[src/rtl/sft_pkg.sv]
package sft_pkg;
  typedef struct packed {
    logic       rsvd;
    logic [1:0] clk_sel;
    logic       len_bit;
    logic       mp_en;
    logic       par_en;
    logic       par_odd;
    logic       stop2;
  } mode_t;
endpackage

[src/rtl/sft_mode_reg.sv]
module sft_mode_reg
  import sft_pkg::*;
(
  input  logic       clk,
  input  logic       rst_n,
  input  logic       we,
  input  logic [7:0] wdata,
  input  logic       tx_en,
  input  logic       rx_en,
  output mode_t      mode
);
  logic open_win;
  assign open_win = ~tx_en & ~rx_en;

  always_ff @(posedge clk) begin
    if (!rst_n)              mode <= '0;
    else if (we && open_win) mode <= mode_t'(wdata);
  end
endmodule

[src/rtl/sft_baud.sv]
module sft_baud #(
  parameter int BRC_W = 8,
  parameter int PRE_W = 6
) (
  input  logic             clk,
  input  logic             rst_n,
  input  logic             run,
  input  logic [1:0]       clk_sel,
  input  logic [BRC_W-1:0] bit_rate,
  output logic             tick
);
  logic [PRE_W-1:0] pre_q, pre_lim;
  logic [BRC_W-1:0] cnt_q;
  logic             pre_last;

  always_comb begin
    case (clk_sel)
      2'd0:    pre_lim = PRE_W'(0);
      2'd1:    pre_lim = PRE_W'(3);
      2'd2:    pre_lim = PRE_W'(15);
      default: pre_lim = PRE_W'(63);
    endcase
  end

  assign pre_last = (pre_q == pre_lim);
  assign tick     = run && pre_last && (cnt_q == bit_rate);

  always_ff @(posedge clk) begin
    if (!rst_n || !run) begin
      pre_q <= '0;
      cnt_q <= '0;
    end else if (pre_last) begin
      pre_q <= '0;
      cnt_q <= (cnt_q == bit_rate) ? '0 : cnt_q + 1'b1;
    end else begin
      pre_q <= pre_q + 1'b1;
    end
  end
endmodule

[src/rtl/sft_framer.sv]
module sft_framer
  import sft_pkg::*;
#(
  parameter int DATA_W = 9
) (
  input  logic              clk,
  input  logic              rst_n,
  input  logic              tx_en,
  input  logic              s_valid,
  output logic              s_ready,
  input  logic [DATA_W-1:0] s_data,
  input  logic              s_mark,
  input  mode_t             mode,
  input  logic              len_ext,
  input  logic              tick,
  output logic              busy,
  output logic              txd
);
  localparam int FRAME_W = DATA_W + 4;
  localparam int CNT_W   = $clog2(FRAME_W + 1);
  localparam int LEN_W   = $clog2(DATA_W + 1);

  logic [FRAME_W-1:0] frame, sh_q;
  logic [CNT_W-1:0]   total, left_q;
  logic [LEN_W-1:0]   dlen;
  logic               has_xb, xbit, dpar, accept;

  always_comb begin
    case ({len_ext, mode.len_bit})
      2'b10:   dlen = LEN_W'(DATA_W - 1);
      2'b11:   dlen = LEN_W'(DATA_W - 2);
      default: dlen = LEN_W'(DATA_W);
    endcase
  end

  always_comb begin
    has_xb = mode.mp_en | mode.par_en;
    dpar   = 1'b0;
    frame  = '1;
    frame[0] = 1'b0;
    for (int i = 0; i < DATA_W; i++) begin
      if (i < int'(dlen)) begin
        frame[i+1] = s_data[i];
        dpar       = dpar ^ s_data[i];
      end
    end
    xbit = mode.mp_en ? s_mark : (dpar ^ mode.par_odd);
    if (has_xb) frame[dlen + 1'b1] = xbit;
    total = CNT_W'(dlen) + CNT_W'(has_xb) + CNT_W'(mode.stop2) + CNT_W'(2);
  end

  assign s_ready = ~busy & tx_en;
  assign accept  = s_valid & s_ready;
  assign txd     = busy ? sh_q[0] : 1'b1;

  always_ff @(posedge clk) begin
    if (!rst_n) begin
      busy   <= 1'b0;
      sh_q   <= '1;
      left_q <= '0;
    end else if (accept) begin
      busy   <= 1'b1;
      sh_q   <= frame;
      left_q <= total - 1'b1;
    end else if (busy && tick) begin
      if (left_q == '0) begin
        busy <= 1'b0;
      end else begin
        sh_q   <= {1'b1, sh_q[FRAME_W-1:1]};
        left_q <= left_q - 1'b1;
      end
    end
  end
endmodule

[src/rtl/serial_frame_tx.sv]
module serial_frame_tx
  import sft_pkg::*;
#(
  parameter int DATA_W = 9,
  parameter int BRC_W  = 8
) (
  input  logic              clk,
  input  logic              rst_n,
  input  logic              cfg_we,
  input  logic [7:0]        cfg_wdata,
  input  logic              len_ext,
  input  logic              tx_en,
  input  logic              rx_en,
  input  logic [BRC_W-1:0]  bit_rate,
  input  logic              s_valid,
  output logic              s_ready,
  input  logic [DATA_W-1:0] s_data,
  input  logic              s_mark,
  output logic              txd
);
  localparam int PRE_W = 6;

  mode_t mode_q;
  logic  busy, tick;

  sft_mode_reg u_mode (
    .clk(clk), .rst_n(rst_n), .we(cfg_we), .wdata(cfg_wdata),
    .tx_en(tx_en), .rx_en(rx_en), .mode(mode_q)
  );

  sft_baud #(.BRC_W(BRC_W), .PRE_W(PRE_W)) u_baud (
    .clk(clk), .rst_n(rst_n), .run(busy), .clk_sel(mode_q.clk_sel),
    .bit_rate(bit_rate), .tick(tick)
  );

  sft_framer #(.DATA_W(DATA_W)) u_framer (
    .clk(clk), .rst_n(rst_n), .tx_en(tx_en), .s_valid(s_valid),
    .s_ready(s_ready), .s_data(s_data), .s_mark(s_mark), .mode(mode_q),
    .len_ext(len_ext), .tick(tick), .busy(busy), .txd(txd)
  );
endmodule

[config.mk]
export PLATFORM = sky130hd
export DESIGN_NAME = serial_frame_tx
export DESIGN_NICKNAME = d
export VERILOG_FILES = /design/src/rtl/sft_pkg.sv /design/src/rtl/sft_mode_reg.sv /design/src/rtl/sft_baud.sv /design/src/rtl/sft_framer.sv /design/src/rtl/serial_frame_tx.sv
export SDC_FILE = /design/constraint.sdc
export NUM_CORES = 1
export LEC_CHECK = 0
export BUFFER_PORTS_ARGS = -buffer_cell sky130_fd_sc_hd__buf_2
export CAP_MARGIN = 0
export CORE_MARGIN = 1
export CORE_UTILIZATION = 45
export DETAILED_ROUTE_END_ITERATION = 8
export HOLD_SLACK_MARGIN = 0.15
export PLACE_DENSITY = 0.64
export RECOVER_POWER = 100
export SYNTH_ARGS = -nofsm -noshare
export SYNTH_HDL_FRONTEND = slang
export SYNTH_HIERARCHICAL = 1
export SYNTH_SLANG_ARGS = --single-unit
[constraint.sdc]
create_clock -name clk -period 3.45 [get_ports clk]
set_clock_uncertainty 0.1 [all_clocks]
set_input_delay 0.69 -clock clk [delete_from_list [all_inputs] [get_ports clk]]
set_output_delay 0.69 -clock clk [all_outputs]
set_load 0.02 [all_outputs]
==> metrics.md, run 1 <==
| Metric | Value |
|---|---|
| Syn Inst Count | 291 |
| Total CTS buffers | 5 |
| Internal power | 729 uW |
| Clock power frac | 0.336 |
| Antenna violations before repair | 0 |
| Fin cells | 391 |
| Slew Limit Headroom | 0.0859 |
| ANT cells | 0 |
| Overflow after GRT | 0 |
| Routed vias/inst | 5.20 |
| Die X-Extent | 76.9 um |
| Cell Pwr Density | 366 nW/um2 |
| Hold_sp | u_framer/sh_q[12] |
| Max cap viols | 0 |
| # H-tree levels | 2 |
| Std cell rows | 26 |
| Status | complete, no violations |
| Worst Path Arrival | 2.96 ns |
| Share of layout cells above drive strength 1 | 0.193 |
| Yosys warnings | 6 |
| GPL Wtd Cong | 0.835 |
| RR Endpoint | u_framer/sh_q[6] |
| Port-buffer cells | 33 |
| Post-DP HPWL | 3760 um |
| Final hold violation count | 0 |
| Routed Antenna Nets | 0 |
| Worst EP required | 3.51 ns |
| Initial core utilization | 0.479 |
| Area Growth Syn to Fin | 10.2% |
| Final WL | 5070 um |
| Setup violations, final | 0 |
| Die area | 5920 um2 |
| Switching power | 289 uW |
| Sw Share | 0.284 |
| Vias | 2035 |
| Cell leakage power | 0.00115 uW |
| Comb pwr share | 0.192 |
| Core area | 5270 um2 |
| Drt first pass iters | 4 |
| Sequential Power Share | 0.471 |
| CTS tree | done |
| Clock-pin slew on the worst setup and hold paths | 0.08 ns |
| Io pins | 35 |
| Max rail drop VDD | 248 uV |
| Final count of pins violating max slew | 0 |
| Largest net degree at the start of global routing | 35 |
| Final #Nets | 365 |
| Root Driver | clkbuf_8 |
| Hold path cells | 1 |
| Reg2reg setup slack | 0.55 ns |
| DRC viols | 0 |
| Critical path fanouts, max | 11 |
| Clock Sinks | 39 |
| Setup Fix Bufs, Post-CTS | 0 |
| Drt wl/cell | 13.0 um |
| First-pass GRT wire length | 8670 um |
| Hold Crit Class | reg2reg |
| GRT Total Usage | 0.182 |
| R2R depth | 10 |
| Kind of end point of the critical path | register |
| Setup CP Type | reg2reg |
| Tcrit/Tclk final | 0.842 |
| Hold EP | u_framer/sh_q[12] |
| Critical path launch point type | register |
| Max clock buf depth | 2 |
| Slew of the pin with the lowest slew margin | 1.37 ns |
| Min Tclk post-route | 2.90 ns |
| Final Util | 0.528 |
| Post-CTS Resized | 0 |
| Clk_lat worst skew | 0.29 ns |
| Number of global-route vias before repair | 1860 |
| Max Freq | 0.344 GHz |
| Die H | 76.9 um |
| RSZ-0062 raised after global routing | no |
| Sum Neg Setup Slack | 0 ns |
| Reg-to-reg startpoint | u_mode/mode[6] |
| Placed cells | 383 |
| Cell Area, Synth | 2530 um2 |
| Initial DRC count | 97 |
| Post-Syn Nets | 336 |
| Mapped Avg Cell Area | 8.68 um2 |
| CTS hold repair buffers | 0 |
## worst max path at each step
stage | startpoint | endpoint | slack (ns) | cells after the start
global placement | len_ext | u_framer/sh_q[0] | 0.72 | 8
detailed placement | len_ext | u_framer/sh_q[8] | 0.68 | 8
global route | u_baud/pre_q[2] | u_framer/sh_q[6] | 0.30 | 10
CTS | u_mode/mode[6] | u_framer/sh_q[6] | 0.69 | 10
floorplan | u_baud/pre_q[2] | u_framer/sh_q[6] | 1.05 | 10
finish | u_mode/mode[6] | u_framer/sh_q[6] | 0.55 | 10
## placed cells by master, fill, tap and decap left out, types with 2 or more instances in the layout
cell type  count
nand3_1       10
a2111oi_4      2
nor3b_1        3
inv_1         10
nor3_1         4
o21ai_0       17
nand3b_1       3
nand2b_1       4
nor3_2         2
clkbuf_1       4
a31oi_1        4
dfxtp_1       39
a211oi_1       3
mux2i_1        8
nor2_1        12
nand2_1       50
nor2_2         7
buf_2         30
xor2_1         7
and2_1         2
nor2b_1        4
o211ai_2       2
and3_1         3
o211ai_1      10
o21a_1         3
clkbuf_8       7
xnor2_1       19
ha_1          11
a21o_1         2
a21oi_1       10
nand4_1        4
## power by group through the flow
stage	sequential (uW)	clock [uW]	combinational, uW
final	480	342	196
after floorplan	487	0	161
after CTS	480	353	199
after global placement	491	0	194
after global routing	483	370	220
after detailed placement	491	0	197
## critical path, cell delays in order (launching register included)
cell and delay [ns]:
dfxtp_1 0.39, nor3_4 0.26, nand3_1 0.33, a21oi_4 0.37, and3_1 0.25, nand2_1 0.12, o21ai_1 0.34, buf_4 0.24
nand3_1 0.08, o21ai_0 0.17, o31ai_2 0.12
## per-layer routing
| layer | GRT usage | wire (um) | vias up |
|---|---|---|---|
| met2 | 0.253 | 2200 | 40 |
| met1 | 0.276 | 2630 | 922 |
| met5 | 0 | 0 | - |
| met4 | 0.0731 | 58 | 0 |
| li1 | - | - | 1066 |
| met3 | 0.0262 | 182 | 7 |
## layout make-up
class | count | area (um2)
Clock buffer | 7 | 96.3
Clock inverter | 1 | 7.51
Fill cell | 547 | 2490
Inverter | 10 | 37.5
Multi-Input combinational cell | 229 | 1600
Sequential cell | 39 | 781
Tap cell | 70 | 87.6
Timing Repair Buffer | 35 | 173
## registers in the layout, summed over array words and instances, names as in the netlist
| name | cells |
|---|---|
| u_framer/busy | 1 |
| u_framer/sh_q | 13 |
| u_baud/pre_q | 6 |
| u_mode/mode | 7 |
| u_baud/cnt_q | 8 |
| u_framer/left_q | 4 |
## through the flow
stage	setup WS, ns	cell area (um2)	hold slack (ns)	total power, uW
3_5_place_dp	0.684	2710	0.337	688
4_1_cts	0.693	2810	0.356	1030
3_3_place_gp	0.716	2710	0.331	684
2_1_floorplan	1.05	2530	0.317	648
6_report	0.546	2780	0.356	1020
5_1_grt	0.303	2780	0.396	1070
(Power assumes the default switching activity.)
==> run 2, diff against run 1 <==
==> constraint.sdc (replaced) <==
create_clock -name clk -period 2.85 [get_ports clk]
set_clock_uncertainty 0.1 [all_clocks]
set_input_delay 0.57 -clock clk [delete_from_list [all_inputs] [get_ports clk]]
set_output_delay 0.57 -clock clk [all_outputs]
set_load 0.02 [all_outputs]
==> metrics.md, run 2 (synthesis results as in run 1) <==
| Metric | Value |
|---|---|
| Status | complete, no violations |
| Port-buffer cells | 33 (unchanged) |
| Sum Neg Setup Slack | 0 ns (unchanged) |
| Tcrit/Tclk final | 0.857 (+0.0154) |
| CTS tree | done |
| Setup CP Type | reg2reg |
| Worst Path Arrival | 2.54 ns (-0.42 ns) |
| First-pass GRT wire length | 9000 um (+3.8%) |
| Cell Pwr Density | 458 nW/um2 (+25%) |
| Placed cells | 390 (+1.8%) |
| Beginning of the critical path | u_mode/mode[6] |
| Clock Sinks | 39 (unchanged) |
| Max Freq | 0.409 GHz (+19%) |
| Std cell rows | 26 (unchanged) |
| Root Driver | clkbuf_8 |
| Initial DRC count | 128 (+32%) |
| Max clock buf depth | 2 (unchanged) |
| GRT Total Usage | 0.191 (+0.00878) |
| Overflow after GRT | 0 (unchanged) |
| Setup violations, final | 0 (unchanged) |
| Number of global-route vias before repair | 1971 (+6.0%) |
| Total CTS buffers | 5 (unchanged) |
| R2R depth | 9 (-1) |
| Most frequent cells in the layout | nand2_1 (50), dfxtp_1 (39), buf_2 (30) |
| Routed Antenna Nets | 0 (unchanged) |
| Cell leakage power | 0.00120 uW (+3.8%) |
| Min Tclk post-route | 2.44 ns (-0.461 ns) |
| Worst EP required | 2.94 ns (-0.57 ns) |
| Post-CTS Resized | 0 (unchanged) |
| RR Endpoint | u_framer/left_q[2] |
| Antenna violations before repair | 0 (unchanged) |
| Post-DP Area | 2760 um2 (+1.9%) |
| Reg with most FFs | u_framer/sh_q |
| Slew of the pin with the lowest slew margin | 1.40 ns (+0.0329 ns) |
| Reg-to-reg startpoint | u_mode/mode[6] |
| Final hold violation count | 0 (unchanged) |
| Initial core utilization | 0.479 (unchanged) |
| Drt wl/cell | 13.0 um (about the same) |
| Die H | 76.9 um (unchanged) |
| Final WL | 5160 um (+1.8%) |
| Largest registers | u_framer/sh_q x13, u_baud/cnt_q x8, u_mode/mode x7 |
| Max FFs per register | 13 (unchanged) |
| Critical path launch point type | register |
| Kind of end point of the critical path | register |
| CTS hold repair buffers | 0 (unchanged) |
| RSZ-0062 raised after global routing | no |
| Area Growth Syn to Fin | 12.8% |
| Max cap viols | 0 (unchanged) |
| Routed vias/inst | 5.10 (-2.1%) |
| Hold Crit Class | reg2reg |
| Critical path fanouts, max | 9 (-2) |
| Reg2reg setup slack | 0.41 ns (-0.14 ns) |
| Share of layout cells above drive strength 1 | 0.210 (+0.0172) |
| Post-DP HPWL | 3970 um (+5.5%) |
| DRC viols | 0 (unchanged) |
| Core area | 5270 um2 (unchanged) |
| Worst setup margin | 0.407 ns (-0.139 ns) |
| Crit path to | u_framer/left_q[2] |
| Commonest non-fill, non-tap cell in the layout | nand2_1 |
| Io pins | 35 (unchanged) |
| ANT cells | 0 (unchanged) |
| Final instance area | 2850 um2 (+2.4%) |
| Final #Nets | 372 (+1.9%) |
| Fin cells | 398 (+1.8%) |
| # H-tree levels | 2 (unchanged) |
| Drt first pass iters | 4 (unchanged) |
| Setup Fix Bufs, Post-CTS | 0 (unchanged) |
| Final count of pins violating max slew | 0 (unchanged) |
| Clock-pin slew on the worst setup and hold paths | 0.08 ns (about the same) |
| Die area | 5920 um2 (unchanged) |
| Max rail drop VDD | 285 uV (+15%) |
| Slew Limit Headroom | 0.0640 (-0.0220) |
| GPL Wtd Cong | 0.847 (+1.5%) |
| Die X-Extent | 76.9 um (unchanged) |
| Vias | 2028 (-0.34%) |
| Place WS | 0.387 ns (-0.297 ns) |
| Largest net degree at the start of global routing | 19 (-46%) |
| Clk_lat worst skew | 0.29 ns (about the same) |
[run 2: layout make-up]
type | count | area, um2
well taps | 70 | 87.6
clock buffers | 6 | 82.6
inverters | 10 | 37.5
multi-input cells | 229 | 1600
fillers | 527 | 2420
flip-flops and latches | 39 | 781
repair buffers | 42 | 225
clock inverters | 2 | 35.0
[run 2: per-stage QoR]
step,utilization,hold slack (ns),total power [uW]
global placement,0.524,0.331,837
finish,0.541,0.356,1300
floorplan,-,0.317,785
CTS,0.547,0.356,1330
detailed placement,0.524,0.338,841
global route,0.541,0.394,1380
[run 2: per-layer routing]
layer / vias to the layer above / share of wire / track usage
li1: 1080 / - / -
met1: 911 / 0.53 / 0.260
met2: 29 / 0.43 / 0.291
met3: 8 / 0.027 / 0.0393
met4: 0 / 0.016 / 0.0769
met5: - / 0 / 0
[run 2: worst max-delay path, stage by stage, from the launching register on]
cell     delay (ns)
dfxtp_1        0.40
nor3_4         0.26
nand3_1        0.33
a21oi_4        0.22
and3_1         0.19
nand2_1        0.11
o21a_1         0.30
o21ai_0        0.18
o21ai_0        0.09
and2_0         0.16
[run 2: report_power, final]
part	leakage [uW]	switching (uW)	total [uW]	internal (uW)
combinational	0.000818	140	244	104
sequential	0.000318	16.9	582	565
clock	0.0000612	196	479	283
total	0.00120	352	1300	952
[run 2: how the worst min path moves through the flow]
stage | endpoint | start | depth (start not counted) | slack (ns)
after CTS | u_framer/sh_q[12] | u_framer/sh_q[12] | 1 | 0.36
after detailed placement | u_framer/sh_q[12] | u_framer/sh_q[12] | 1 | 0.34
after global routing | u_framer/sh_q[12] | u_framer/sh_q[12] | 1 | 0.39
final | u_framer/sh_q[12] | u_framer/sh_q[12] | 1 | 0.36
after global placement | u_framer/sh_q[12] | u_framer/sh_q[12] | 1 | 0.33
after floorplan | u_framer/sh_q[12] | u_framer/sh_q[12] | 1 | 0.32
==> run 3, diff against run 2 <==
==> constraint.sdc (replaced) <==
create_clock -name clk -period 2.85 [get_ports clk]
set_clock_uncertainty 0.1 [all_clocks]
set_input_delay 0.1425 -clock clk [delete_from_list [all_inputs] [get_ports clk]]
set_output_delay 0.1425 -clock clk [all_outputs]
set_load 0.02 [all_outputs]
==> metrics.md, run 3 (synthesis results as in run 1) <==
| Metric | Value |
|---|---|
| Status | finished with violations |
| Violated checks | max-capacitance violations, max-slew violations |
| Die X-Extent | 76.9 um (unchanged) |
| Port-buffer cells | 33 (unchanged) |
| Top Usage Layer GRT | met2 |
| Final Util | 0.567 (+0.0266) |
| Fin cells | 410 (+3.0%) |
| RSZ-0062 raised after global routing | no |
| CP max stage delay | 0.39 ns (about the same) |
| Slew of the pin with the lowest slew margin | 1.53 ns (+0.127 ns) |
| Cell leakage power | 0.00125 uW (+4.4%) |
| Clock Sinks | 39 (unchanged) |
| Setup CP Type | reg2reg |
| Clock-pin slew on the worst setup and hold paths | 0.08 ns (about the same) |
| Met3 GRT Util | 0.0357 (-0.00357) |
| Max clock buf depth | 2 (unchanged) |
| Final #Nets | 384 (+3.2%) |
| Worst hold margin | 0.168 ns (-0.188 ns) |
| Initial core utilization | 0.479 (unchanged) |
| Most frequent cells in the layout | nand2_1 (50), dfxtp_1 (39), buf_2 (30) |
| Hold EP | u_framer/sh_q[1] |
| Final count of pins violating max slew | 8 (+8) |
| Drt wl/cell | 13.5 um (+3.9%) |
| CP delay by family, top | simple AND/OR/NAND/NOR gates |
| RR Endpoint | u_framer/sh_q[6] |
| CP cell instances | and2_0 > nand3_2 > a21oi_1 > and3_1 > nand2_1 > o21ai_1 > buf_4 > nand3_1 > o21ai_0 > o31ai_2 |
| R2R depth | 10 (+1) |
| Met1 Track Usage GR | 0.286 (+0.0255) |
| Hold path cells | 5 (+4) |
| Core area | 5270 um2 (unchanged) |
| Std cell rows | 26 (unchanged) |
| Routed Antenna Nets | 0 (unchanged) |
| Routed vias/inst | 5.23 (+2.6%) |
| Vias | 2143 (+5.7%) |
| Max rail drop VDD | 277 uV (-3.0%) |
| Antenna violations before repair | 0 (unchanged) |
| Max Freq | 0.405 GHz (-1.0%) |
| Critical path launch point type | register |
| Placed cells | 385 (-1.3%) |
| Io pins | 35 (unchanged) |
| Number of global-route vias before repair | 2009 (+1.9%) |
| Die H | 76.9 um (unchanged) |
| DRC viols | 0 (unchanged) |
| GRT Total Usage | 0.201 (+0.0101) |
| Post-DP HPWL | 3930 um (-1.0%) |
| Overflow after GRT | 0 (unchanged) |
| Initial DRC count | 112 (-13%) |
| Sum Neg Setup Slack | 0 ns (unchanged) |
| Share of layout cells above drive strength 1 | 0.182 (-0.0280) |
| Buf/Inv on CP | 1 (+1) |
| GPL Wtd Cong | 0.845 (-0.25%) |
| Hold Crit Class | in2reg |
| Clk_lat worst skew | 0.30 ns (about the same) |
| Critical path fanouts, max | 11 (+2) |
| Worst Path Arrival | 2.55 ns (about the same) |
| Reg-to-reg startpoint | u_baud/pre_q[0] |
| Final WL | 5520 um (+7.0%) |
| Hold_sp | s_data[0] |
| Setup violations, final | 0 (unchanged) |
| Min Tclk post-route | 2.47 ns (+0.0247 ns) |
| Slowest stage cell, crit path | dfxtp_1 |
| Root Driver | clkbuf_8 |
| Largest net degree at the start of global routing | 35 (+16) |
| GR Util met2 | 0.299 (+0.00804) |
| First-pass GRT wire length | 9400 um (+4.4%) |
| Max FFs per register | 13 (unchanged) |
| Drt first pass iters | 4 (unchanged) |
| Tcrit/Tclk final | 0.866 (+0.00867) |
| # H-tree levels | 2 (unchanged) |
| Fillers | 528 (+0.19%) |
| Area Growth Syn to Fin | 18.4% |
| Worst EP required | 2.93 ns (about the same) |
| Die area | 5920 um2 (unchanged) |
| Largest registers | u_framer/sh_q x13, u_baud/cnt_q x8, u_mode/mode x7 |
| Reg2reg setup slack | 0.38 ns (-0.02 ns) |
| Final hold violation count | 0 (unchanged) |
| Kind of end point of the critical path | register |
| Reg with most FFs | u_framer/sh_q |
| Commonest non-fill, non-tap cell in the layout | nand2_1 |
| CTS tree | done |
| Total CTS buffers | 5 (unchanged) |
| Max cap viols | 1 (+1) |
| Cell Pwr Density | 466 nW/um2 (+1.8%) |
| ANT cells | 0 (unchanged) |
| Post-CTS Resized | 0 (unchanged) |
| Slew Limit Headroom | -0.0212 (-0.0851) |
## run 3: final cells by class
type | count | area, um2 | area share
Multi-Input combinational cell | 229 | 1600 | 0.534
Clock buffer | 5 | 68.8 | 0.0230
Tap cell | 70 | 87.6 | 0.0293
Clock inverter | 3 | 67.6 | 0.0226
Sequential cell | 39 | 781 | 0.261
Timing Repair Buffer | 54 | 350 | 0.117
Inverter | 10 | 37.5 | 0.0126
## run 3: power breakdown
group / internal [uW] / switching (uW) / total [uW]
Combinational: 111 / 143 / 254
Sequential: 565 / 16.3 / 581
Clock: 349 / 210 / 559
Total: 1020 / 369 / 1390
## run 3: worst max path at each step
| stage | start | slack [ns] | to | cells past startpoint |
|---|---|---|---|---|
| floorplan | u_baud/pre_q[2] | 0.45 | u_framer/sh_q[6] | 10 |
| global placement | u_mode/mode[3] | 0.49 | u_framer/left_q[2] | 10 |
| detailed placement | u_mode/mode[3] | 0.45 | u_framer/left_q[2] | 10 |
| CTS | u_mode/mode[3] | 0.42 | u_framer/left_q[2] | 10 |
| global route | u_baud/pre_q[0] | 0.17 | u_framer/sh_q[6] | 10 |
| finish | u_baud/pre_q[0] | 0.38 | u_framer/sh_q[6] | 10 |
## run 3: per-layer routing
metal,vias up,part of all wire
met4,0,0.0072
met3,4,0.032
met1,994,0.51
met5,-,0
met2,39,0.45
li1,1106,-
## run 3: per-stage QoR
step                instance area (um2)  worst slack [ns]  total power, uW
floorplan                          2530             0.446              785
global placement                   2730             0.494              833
detailed placement                 2730             0.450              837
CTS                                3030             0.416             1420
global route                       2990             0.170             1460
finish                             2990             0.382             1390
## run 3: repair_timing
item                      4_1_cts  5_1_grt
setup buffers                   0        0
hold buffers                   17        0
hold endpoints to repair       10        0
## run 3: worst min-delay path, delay by kind of cell
family | cells | cell delay (ns)
compound gates | 2 | 0.19
buf+inv | 1 | 0.10
simple gates | 2 | 0.11
